--- config.mk ---
export PLATFORM = sky130hd
export DESIGN_NAME = prog_timer
export DESIGN_NICKNAME = d
export VERILOG_FILES = /design/src/rtl/prog_timer_pkg.sv /design/src/rtl/prog_timer_sync.sv /design/src/rtl/prog_timer_chain.sv /design/src/rtl/prog_timer_tap.sv /design/src/rtl/prog_timer.sv
export SDC_FILE = /design/constraint.sdc
export NUM_CORES = 1
export LEC_CHECK = 0
export ABC_AREA = 1
export CAP_MARGIN = 20
export CORE_MARGIN = 2
export CORE_UTILIZATION = 59
export CTS_CLUSTER_SIZE = 25
export DETAILED_ROUTE_END_ITERATION = 8
export GPL_ROUTABILITY_DRIVEN = 0
export PLACE_DENSITY = 0.92
export SETUP_SLACK_MARGIN = 0.15
export SYNTH_ARGS = -nofsm -noshare
export SYNTH_HDL_FRONTEND = slang
export SYNTH_SLANG_ARGS = --single-unit
--- constraint.sdc ---
create_clock -name clk_i -period 1.9 [get_ports clk_i]
set_input_delay 0.475 -clock clk_i [delete_from_list [all_inputs] [get_ports clk_i]]
set_output_delay 0.475 -clock clk_i [all_outputs]
set_load 0.005 [all_outputs]
--- src/rtl/prog_timer_pkg.sv ---
package prog_timer_pkg;
  // {a,b} stage select codes
  typedef enum logic [1:0] {
    SEL_LONG  = 2'b00,
    SEL_MID   = 2'b01,
    SEL_FAST  = 2'b10,
    SEL_FULL  = 2'b11
  } tap_sel_e;
endpackage

--- src/rtl/prog_timer_sync.sv ---
module prog_timer_sync #(
  parameter int unsigned WIDTH = 2,
  parameter int unsigned DEPTH = 2
) (
  input  logic             clk_i,
  input  logic             rst_ni,
  input  logic [WIDTH-1:0] async_i,
  output logic [WIDTH-1:0] sync_o
);
  logic [WIDTH-1:0] stage_q [DEPTH];

  always_ff @(posedge clk_i or negedge rst_ni) begin
    if (!rst_ni) begin
      for (int i = 0; i < DEPTH; i++) stage_q[i] <= '0;
    end else begin
      stage_q[0] <= async_i;
      for (int i = 1; i < DEPTH; i++) stage_q[i] <= stage_q[i-1];
    end
  end

  assign sync_o = stage_q[DEPTH-1];
endmodule

--- src/rtl/prog_timer_chain.sv ---
module prog_timer_chain #(
  parameter int unsigned STAGES = 16,
  parameter int unsigned LOW_W  = 8
) (
  input  logic              clk_i,
  input  logic              rst_ni,
  input  logic              clr_i,
  input  logic              tick_i,
  input  logic              bypass_i,
  output logic [STAGES-1:0] stages_o
);
  localparam int unsigned HI_W = STAGES - LOW_W;

  logic [LOW_W-1:0] low_q;
  logic             low_wrap;

  assign low_wrap = &low_q;

  always_ff @(posedge clk_i or negedge rst_ni) begin
    if (!rst_ni)     low_q <= '0;
    else if (clr_i)  low_q <= '0;
    else if (tick_i) low_q <= low_q + 1'b1;
  end

  generate
    if (HI_W > 0) begin : g_upper
      logic [HI_W-1:0] high_q;
      logic            high_adv;

      // upper half fed straight from the tick when bypassed
      assign high_adv = tick_i & (bypass_i | low_wrap);

      always_ff @(posedge clk_i or negedge rst_ni) begin
        if (!rst_ni)       high_q <= '0;
        else if (clr_i)    high_q <= '0;
        else if (high_adv) high_q <= high_q + 1'b1;
      end

      assign stages_o = {high_q, low_q};
    end else begin : g_flat
      assign stages_o = low_q;
    end
  endgenerate
endmodule

--- src/rtl/prog_timer_tap.sv ---
module prog_timer_tap
  import prog_timer_pkg::*;
#(
  parameter int unsigned STAGES  = 16,
  parameter int unsigned TAP_MID = 10,
  parameter int unsigned TAP_HI  = 13
) (
  input  logic              clk_i,
  input  logic              rst_ni,
  input  logic              clr_i,
  input  logic              hold_i,
  input  logic [STAGES-1:0] stages_i,
  input  logic [1:0]        sel_i,
  input  logic              recycle_i,
  input  logic              pol_i,
  output logic              latch_o,
  output logic              q_o
);
  logic tap_bit;
  logic latch_q;

  always_comb begin
    unique case (tap_sel_e'(sel_i))
      SEL_LONG: tap_bit = stages_i[TAP_HI-1];
      SEL_MID:  tap_bit = stages_i[TAP_MID-1];
      default:  tap_bit = stages_i[STAGES-1];
    endcase
  end

  always_ff @(posedge clk_i or negedge rst_ni) begin
    if (!rst_ni)                     latch_q <= 1'b0;
    else if (clr_i)                  latch_q <= 1'b0;
    else if (!recycle_i && tap_bit)  latch_q <= 1'b1;
  end

  always_comb begin
    if (hold_i)         q_o = pol_i;
    else if (recycle_i) q_o = tap_bit ^ pol_i;
    else                q_o = (latch_q | tap_bit) ^ pol_i;
  end

  assign latch_o = latch_q;
endmodule

--- src/rtl/prog_timer.sv ---
module prog_timer
  import prog_timer_pkg::*;
#(
  parameter int unsigned STAGES     = 16,
  parameter int unsigned LOW_W      = 8,
  parameter int unsigned TAP_MID    = 10,
  parameter int unsigned TAP_HI     = 13,
  parameter int unsigned SYNC_DEPTH = 2
) (
  input  logic       clk_i,
  input  logic       rst_ni,
  input  logic       tick_i,
  input  logic       master_clr_i,
  input  logic       pwr_on_req_i,
  input  logic       auto_clr_dis_i,
  input  logic [1:0] div_sel_i,
  input  logic       recycle_i,
  input  logic       pol_i,
  output logic       timer_o
);
  logic [1:0]        req_sync;
  logic              mclr_s, por_s;
  logic              hold, mode_chg, clr;
  logic              mode_q1, mode_q2;
  logic              latch;
  logic [STAGES-1:0] stages;

  prog_timer_sync #(.WIDTH(2), .DEPTH(SYNC_DEPTH)) u_sync (
    .clk_i   (clk_i),
    .rst_ni  (rst_ni),
    .async_i ({pwr_on_req_i, master_clr_i}),
    .sync_o  (req_sync)
  );

  assign mclr_s = req_sync[0];
  assign por_s  = req_sync[1];
  assign hold   = mclr_s | (por_s & ~auto_clr_dis_i);

  always_ff @(posedge clk_i or negedge rst_ni) begin
    if (!rst_ni) begin
      mode_q1 <= 1'b0;
      mode_q2 <= 1'b0;
    end else begin
      mode_q1 <= recycle_i;
      mode_q2 <= mode_q1;
    end
  end

  assign mode_chg = mode_q1 ^ mode_q2;
  assign clr      = hold | mode_chg;

  prog_timer_chain #(.STAGES(STAGES), .LOW_W(LOW_W)) u_chain (
    .clk_i    (clk_i),
    .rst_ni   (rst_ni),
    .clr_i    (clr),
    .tick_i   (tick_i),
    .bypass_i (div_sel_i == SEL_FAST),
    .stages_o (stages)
  );

  prog_timer_tap #(.STAGES(STAGES), .TAP_MID(TAP_MID), .TAP_HI(TAP_HI)) u_tap (
    .clk_i     (clk_i),
    .rst_ni    (rst_ni),
    .clr_i     (clr),
    .hold_i    (hold),
    .stages_i  (stages),
    .sel_i     (div_sel_i),
    .recycle_i (mode_q1),
    .pol_i     (pol_i),
    .latch_o   (latch),
    .q_o       (timer_o)
  );
endmodule

# [Word-level counts from Yosys, hierarchy flattened]
# Cells that the tools add are included.
[totals] wordCells=37 reg_bits=23
[op_classes] eq_ne=2 add_sub_neg=2 reduce_logical=7 n_mux=9 bitwise_logic=10
[op_table] cell="$mux W8" count=4
[op_table] cell="$add A8 B1 Y8 const B" count=2
[op_table] cell="$reduce_and A8 Y1" count=1
[op_table] cell="$reduce_bool A2 Y1" count=3
[op_table] cell="$mux W1" count=4
[op_table] cell="$or A1 B1 Y1" count=4
[op_table] cell="$xor A1 B1 Y1" count=3
[op_table] cell="$and A1 B1 Y1" count=2
[op_table] cell="$eq A2 B1 Y1 const B" count=1
[op_table] cell="$eq A2 B2 Y1 const B" count=1
[op_table] cell="$logic_not A2 Y1" count=1
[op_table] cell="$pmux W1 S2" count=1
[op_table] cell="$logic_and A1 B1 Y1" count=1
[op_table] cell="$logic_not A1 Y1" count=1
[op_table] cell="$not A1 Y1" count=1

# [Logic depth before layout (Yosys ltp)]
# Gate-level depths: netlist of the first run.
[logic_depth] ltp_word=6 depth_mapped=9 mapped_depth_nobuf=9

# [Modules after synthesis]
# From an unflattened synthesis of the first run, not the netlist that was laid out.
[unflattened] hier_cells=164 area_unflattened_um2=1244.9
[modules_own_cells] module="prog_timer_chain" area_per_inst_um2=924.6 cells_per_inst=126 n_inst=1
[modules_own_cells] module="prog_timer_sync" area_per_inst_um2=115.1 cells_per_inst=6 n_inst=1
[modules_own_cells] module="prog_timer_tap" area_per_inst_um2=108.9 cells_per_inst=19 n_inst=1
[modules_own_cells] module="prog_timer" area_per_inst_um2=96.3 cells_per_inst=13 n_inst=1

# [Worst setup path after synthesis of the first run]
# OpenSTA, ideal clock, no wires.
[synth_path] kind="input to output" startpoint="in auto_clr_dis_i" endpoint="out timer_o" n_path_buf=0 stages=6 arrival_ns=0.917 setup_slack_ns=0.508 path_cell_list="inv_1 a21o_1 inv_1 nand2_1 nand2_1 nand2_1"
[synth_via] elab_chain_len=4
[synth_rtl] item="start, declared" line="prog_timer.sv:15" source="input logic auto_clr_dis_i,"
[synth_rtl] item="$not A1 Y1" line="prog_timer.sv:37" source="assign hold = mclr_s | (por_s & ~auto_clr_dis_i);"
[synth_rtl] item="$and A1 B1 Y1" line="prog_timer.sv:37"
[synth_rtl] item="$or A1 B1 Y1" line="prog_timer.sv:37"
[synth_rtl] item="$mux W1" line="prog_timer_tap.sv:37" source="if (hold_i) q_o = pol_i;"
[synth_rtl] item="end, declared" line="prog_timer.sv:19" source="output logic timer_o"
# Every way passes these cells.

# [Worst setup path in the final report of the first run]
[layout_path] startpoint="reg u_chain.g_upper.high_q[7]" endpoint="out timer_o"
[layout_via] elab_chain_len=5 word_cells_on_any_way=6
[layout_rtl] item="start, declared" line="prog_timer_chain.sv:27" source="logic [HI_W-1:0] high_q;"
[layout_rtl] item="start signal, assigned" line="prog_timer_chain.sv:36" source="else if (high_adv) high_q <= high_q + 1'b1;"
[layout_rtl] item="$pmux W1 S2 *" line="prog_timer_tap.sv:23" source="unique case (tap_sel_e'(sel_i))"
[layout_rtl] item="$or A1 B1 Y1" line="prog_timer_tap.sv:39" source="else q_o = (latch_q | tap_bit) ^ pol_i;"
[layout_rtl] item="$xor A1 B1 Y1" line="prog_timer_tap.sv:39"
[layout_rtl] item="$mux W1 *" line="prog_timer_tap.sv:38" source="else if (recycle_i) q_o = tap_bit ^ pol_i;"
[layout_rtl] item="$mux W1 *" line="prog_timer_tap.sv:37"
# Mark *: on every way between the ends. The rest lies on a longest branch, timed or not.

==> summary.txt, run 1 <==
Initial Util: 61.3%
# DRC: 0
post-route cell area: 1450 um^2
slowest cell on the critical path: dfrtp_1
Root Driver: clkbuf_4
CP cell instances: nand2_2 -> nand4_1 -> nand2_1 -> nand2_1 -> nand2_1 -> buf_2
Placed Cells incl. Taps: 190
max-cap viol count: 0
Post-Syn Instances: 149
DRT Wirelength: 2410 um
flops & latches, synth: 23
FF-to-FF End: u_chain.g_upper.high_q[5]
most frequent CP cell: nand2_1
dpl hpwl: 1690 um
Max Root-Sink Buffers: 2
Fin. Hold Viols: 0
hold path depth: 0
IR drop worst, VDD: 0.000577 V
via count: 1,056
via-per-instance ratio: 5.25
worst slew pin tran: 0.293 ns
max-slew violation count: 0
FP Rows: 16
Pwr Total: 820 uW
Period minus WS final: 1.76 ns
die width: 48.9 um
Post-Synth Adder-Cell Area: 2.10%
DRT iter0 DRCs: 19
largest family of logic cells by synthesized area: simple AND/OR/NAND/NOR gates
yosys warns: 0
dominant synthesized flop cell: dfrtp_1
post-placement cell area: 1360 um^2
P_leak: 0.694 nW
element type at the critical path end: output port
die area: 2390 um^2
IO buf count: 10
mux contribution to synthesized area: 0.840%
Post-synth EDFFs: 0
max incr delay on CP: 0.44 ns
vias in the first global route: 969
reg2reg path depth: 10
net count after synthesis: 161
CTS Sinks: 23
area delta synth->final: 21.6%
Core Footprint: 1940 um^2
Synth Area in Simple Gates: 34.5%
n_diodes: 0
Synth cell types: 22
wire per inst: 12.0 um
die extent in y: 48.9 um
Initial DRT Pass Iterations: 4
Synth Cell Area: 1190 um^2
Final Skew: 0.00416 ns
relative slew slack: 80.5%
# setup viols final: 0
I/O pins: 11
fin crit share: 92.6%
CTS Hold Buffers Added: 0
final core occ: 74.6%
setup TNS: 0 ns
total gr overflow: 0
nets: 187
Setup CP Type: register to output port
met3 Use GR: 2.76%
min-delay src: u_sync.stage_q[2]
Routed Antenna Nets: 0
Critical Path RT: 1.42 ns
Most Used Layer, Global Route: met2
worst-path fanout max: 3
ys async rst share: 100%
type of element launching the critical path: register
global-route usage over all layers: 20.7%
CTS tree: yes
clk_lat worst skew: 0.31 ns
GRT met1 Usage: 23.3%
xor/xnor share of the synthesized area: 2.94%
Min-Delay Path Class: register to register
compound-gate portion of the synthesized area: 5.04%
RSZ-0062 raised after global routing: yes
antenna violations before repair: 0
status: completed
post-route insts no fill: 201
Max H-tree Level: 1
clk slew on worst S/H paths: 0.12 ns
sequential element share of the synthesized area: 48.3%
first-pass GRT wire length: 3880 um
R2R setup slack: 0.43 ns
share of cells above drive strength 1: 19.0%
Power Density: 566 nW/um^2
Reg2Reg Launch Point: u_sync.sync_o[1]
arrival time worst endpoint: 1.29 ns
met2 Resource Use GR: 39.3%
Synth Area per Inst: 7.99 um^2
largest net degree at the start of global routing: 24
hold worst-path end: u_sync.sync_o[0]
clock buffer count from CTS: 3
f_max: 0.568 GHz
==> state kept, by name, indices dropped and copies added (netlist names) <==
| signal | count |
|---|---|
| mode_q1 | 1 |
| u_sync.sync_o | 2 |
| u_chain.g_upper.high_q | 8 |
| u_chain.low_q | 8 |
| u_sync.stage_q | 2 |
| u_tap.latch_o | 1 |
| mode_q2 | 1 |
==> synthesized netlist by cell type (2+ instances only) <==
cell,n,share of area (%)
nand2_1,46,14
dfrtp_1,23,48
nand3_1,14,5.9
ha_1,2,2.1
nand2_2,3,1.6
nor3_1,3,1.3
inv_1,15,4.7
nand3b_1,2,1.3
nand4_1,4,2.1
xor2_1,4,2.9
nor2_1,17,5.4
a21oi_1,4,1.7
o21bai_1,3,1.9
==> placed cells by master (no fill, tap or decap), types with 5 or more instances in the layout <==
cell	n
nand2_1	44
dfrtp_1	22
nor2_1	17
nand3_1	12
buf_4	12
inv_1	11
clkdlybuf4s50_1	6
nand2_2	5
==> cell families (layout without fill, tap and decap cells) <==
group,count (synthesis),in the layout
and+or+nand+nor,92,92
DFF,23,23
buffers and inverters,17,42
AOI/OAI and AO/OA,10,10
xor gates and xnor gates,4,4
adders and majority gates,2,2
muxes,1,1
==> worst max-delay path by stage <==
stage                         startpoint  endpoint  slack (ns)
4_1_cts        u_chain.g_upper.high_q[4]   timer_o        0.15
6_report       u_chain.g_upper.high_q[7]   timer_o        0.14
2_1_floorplan             auto_clr_dis_i   timer_o        0.51
5_1_grt                          mode_q1   timer_o        0.07
3_5_place_dp                div_sel_i[1]   timer_o       -0.50
3_3_place_gp                div_sel_i[1]   timer_o       -0.43
==> what timing repair did <==
| action | 4_1_cts | 5_1_grt |
|---|---|---|
| endpoints found under the setup margin | 1 | 1 |
| gates resized for setup | 14 | 5 |
| setup buffers | 4 | 3 |
| pin swaps | 2 | 3 |
==> layer usage <==
metal | vias up | wire length [um]
met1 | 506 | 1050
li1 | 526 | -
met3 | 6 | 61
met5 | - | 0
met2 | 18 | 1270
met4 | 0 | 31
==> per-stage QoR <==
stage               setup slack (ns)  hold slack [ns]
global route                  0.0737            0.373
CTS                            0.151            0.366
detailed placement            -0.500            0.338
floorplan                      0.508            0.179
finish                         0.140            0.367
global placement              -0.431            0.335
==> report_power, final <==
group / switching [mW] / total (mW) / internal, mW
sequential: 0.00483 / 0.502 / 0.498
clock: 0.140 / 0.219 / 0.0786
combinational: 0.0536 / 0.0986 / 0.0450
total: 0.198 / 0.820 / 0.621
==> area by class of cell <==
class                   count  area (um^2)
fillers                   143          493
multi-input cells         109          556
inverters                  15         56.3
repair buffers             23          199
clock inverters             1         5.00
flip-flops and latches     23          577
clock buffers               3         22.5
well taps                  27         33.8
==> worst max-delay path, delay by kind of cell (launching register included) <==
kind	cells	cell delay, ns
simple gates	5	0.45
buf+inv	1	0.10
flops	1	0.44
No activity file was read; power rests on OpenSTA's default activity.
==> run 2: changes to the inputs <==
- PLACE_DENSITY: 0.92 -> 0.82
==> run 2 against run 1 <==
  * Combinational power increased by 6%
  * First-iteration DRC count increased by 32%
  * Global-route usage increased by 3.0 points
  * Critical endpoint unchanged
  * Largest cell class unchanged
==> summary.txt, run 2 (synthesis gave the netlist of run 1 again) <==
wire per inst: 12.6 um
antenna violations before repair: 0
die extent in y: 48.9 um
f_max: 0.584 GHz
DRT iter0 DRCs: 25
top flop regs: u_chain.g_upper.high_q (8), u_chain.low_q (8)
commonest non-fill, non-tap cell in the layout: nand2_1
die area: 2390 um^2
P_leak: 0.711 nW
CTS tree: yes
clk slew on worst S/H paths: 0.13 ns
I/O pins: 11
FP Rows: 16
RSZ-0062 raised after global routing: yes
Final Skew: 0.0101 ns
arrival time worst endpoint: 1.24 ns
Setup CP Type: input port to output port
Power Density: 562 nW/um^2
element type at the critical path end: output port
fin crit share: 90.0%
CP cell instances: clkdlybuf4s50_1 -> nand3b_1 -> nand2_1 -> buf_2
Pwr Total: 826 uW
status: completed
relative slew slack: 79.1%
IO buf count: 10
clk_lat worst skew: 0.31 ns
Max H-tree Level: 1
setup TNS: 0 ns
max incr delay on CP: 0.47 ns
worst slew pin tran: 0.312 ns
Period minus WS final: 1.71 ns
post-route insts no fill: 204
max-cap viol count: 0
CP Buf/Inv Count: 2
n_diodes: 0
Placed Cells incl. Taps: 190
Core Footprint: 1940 um^2
global-route usage over all layers: 23.7%
die width: 48.9 um
CTS Sinks: 23
area delta synth->final: 23.4%
Routed Antenna Nets: 0
family with the most delay on the worst path: buffers and inverters
Max Root-Sink Buffers: 2
# DRC: 0
largest net degree at the start of global routing: 24
Min-Delay Path Class: register to register
type of element launching the critical path: input port
slowest cell on the critical path: clkdlybuf4s50_1
via count: 1,049
total gr overflow: 0
R2R setup slack: 0.42 ns
Initial DRT Pass Iterations: 4
via-per-instance ratio: 5.14
vias in the first global route: 1,057
DRT Wirelength: 2570 um
dpl hpwl: 1800 um
Initial Util: 61.3%
# setup viols final: 0
max-slew violation count: 0
Fin Hold WS: 0.368 ns
share of cells above drive strength 1: 19.8%
Root Driver: clkbuf_4
worst-path fanout max: 2
Fin. Hold Viols: 0
IR drop worst, VDD: 0.000433 V
clock buffer count from CTS: 3
commonest non-fill, non-tap cells in the layout: 44 x nand2_1, 23 x dfrtp_1, 17 x nor2_1, 15 x buf_4, 12 x nand3_1
first-pass GRT wire length: 4400 um
Critical Path RT: 1.42 ns
nets: 190
-- run 2: cell count changes in the layout (fill, tap and decap cells not counted), sizes merged --
cell,before,now
buf,14,17
-- run 2: area by class of cell --
type / count / area (um^2)
clock inverters: 1 / 5.00
repair buffers: 26 / 221
well taps: 27 / 33.8
flip-flops and latches: 23 / 576
clock buffers: 3 / 22.5
inverters: 15 / 56.3
fillers: 145 / 472
multi-input cells: 109 / 556
-- run 2: through the flow --
stage	cell area (um^2)	utilization [%]	worst slack (ns)
after global placement	1360	70.2	-0.430
after global routing	1470	75.7	0.0788
after detailed placement	1360	70.2	-0.484
final	1470	75.7	0.189
after CTS	1430	73.4	0.153
after floorplan	1190	-	0.508
-- run 2: worst reg2reg max path, stage by stage, from the launching register on --
cell and delay [ns]:
dfrtp_1 0.37, a21o_1 0.12, inv_2 0.05, buf_4 0.12, buf_4 0.11, buf_4 0.11, buf_4 0.12, nand2_2 0.17
nor2_1 0.08, nand2_1 0.07, nand2_1 0.06
-- run 2: where the power goes --
part           leakage (nW)  total, mW  switching, mW  internal, mW
Sequential            0.307      0.502        0.00463         0.498
Combinational         0.387      0.105         0.0563        0.0489
Clock                0.0177      0.219          0.140        0.0786
-- run 2: final timing paths --
path / to / from / cells past startpoint
worst max-delay path: timer_o / pol_i / 4
worst min-delay path: u_sync.sync_o[1] / u_sync.stage_q[3] / 0
worst max register to register: u_chain.g_upper.high_q[7] / u_sync.sync_o[0] / 10
worst min register to register: u_sync.sync_o[1] / u_sync.stage_q[3] / 0
max in group asynchronous: u_chain.low_q[6] / rst_ni / 2
min in group asynchronous: u_sync.stage_q[2] / rst_ni / 2
-- run 2: layer usage --
layer / track usage, % / part of all wire [%] / routed length, um
met1: 26.9 / 39 / 1000
met2: 44.1 / 55 / 1410
met3: 3.99 / 3.4 / 88
met4: 9.05 / 2.5 / 64
met5: 0 / 0 / 0
-- run 2: timing repair --
action,4_1_cts,5_1_grt
setup buffers,5,5
setup endpoints to repair,1,1
hold buffers,0,0
resized for setup,10,8
pin swaps,3,4
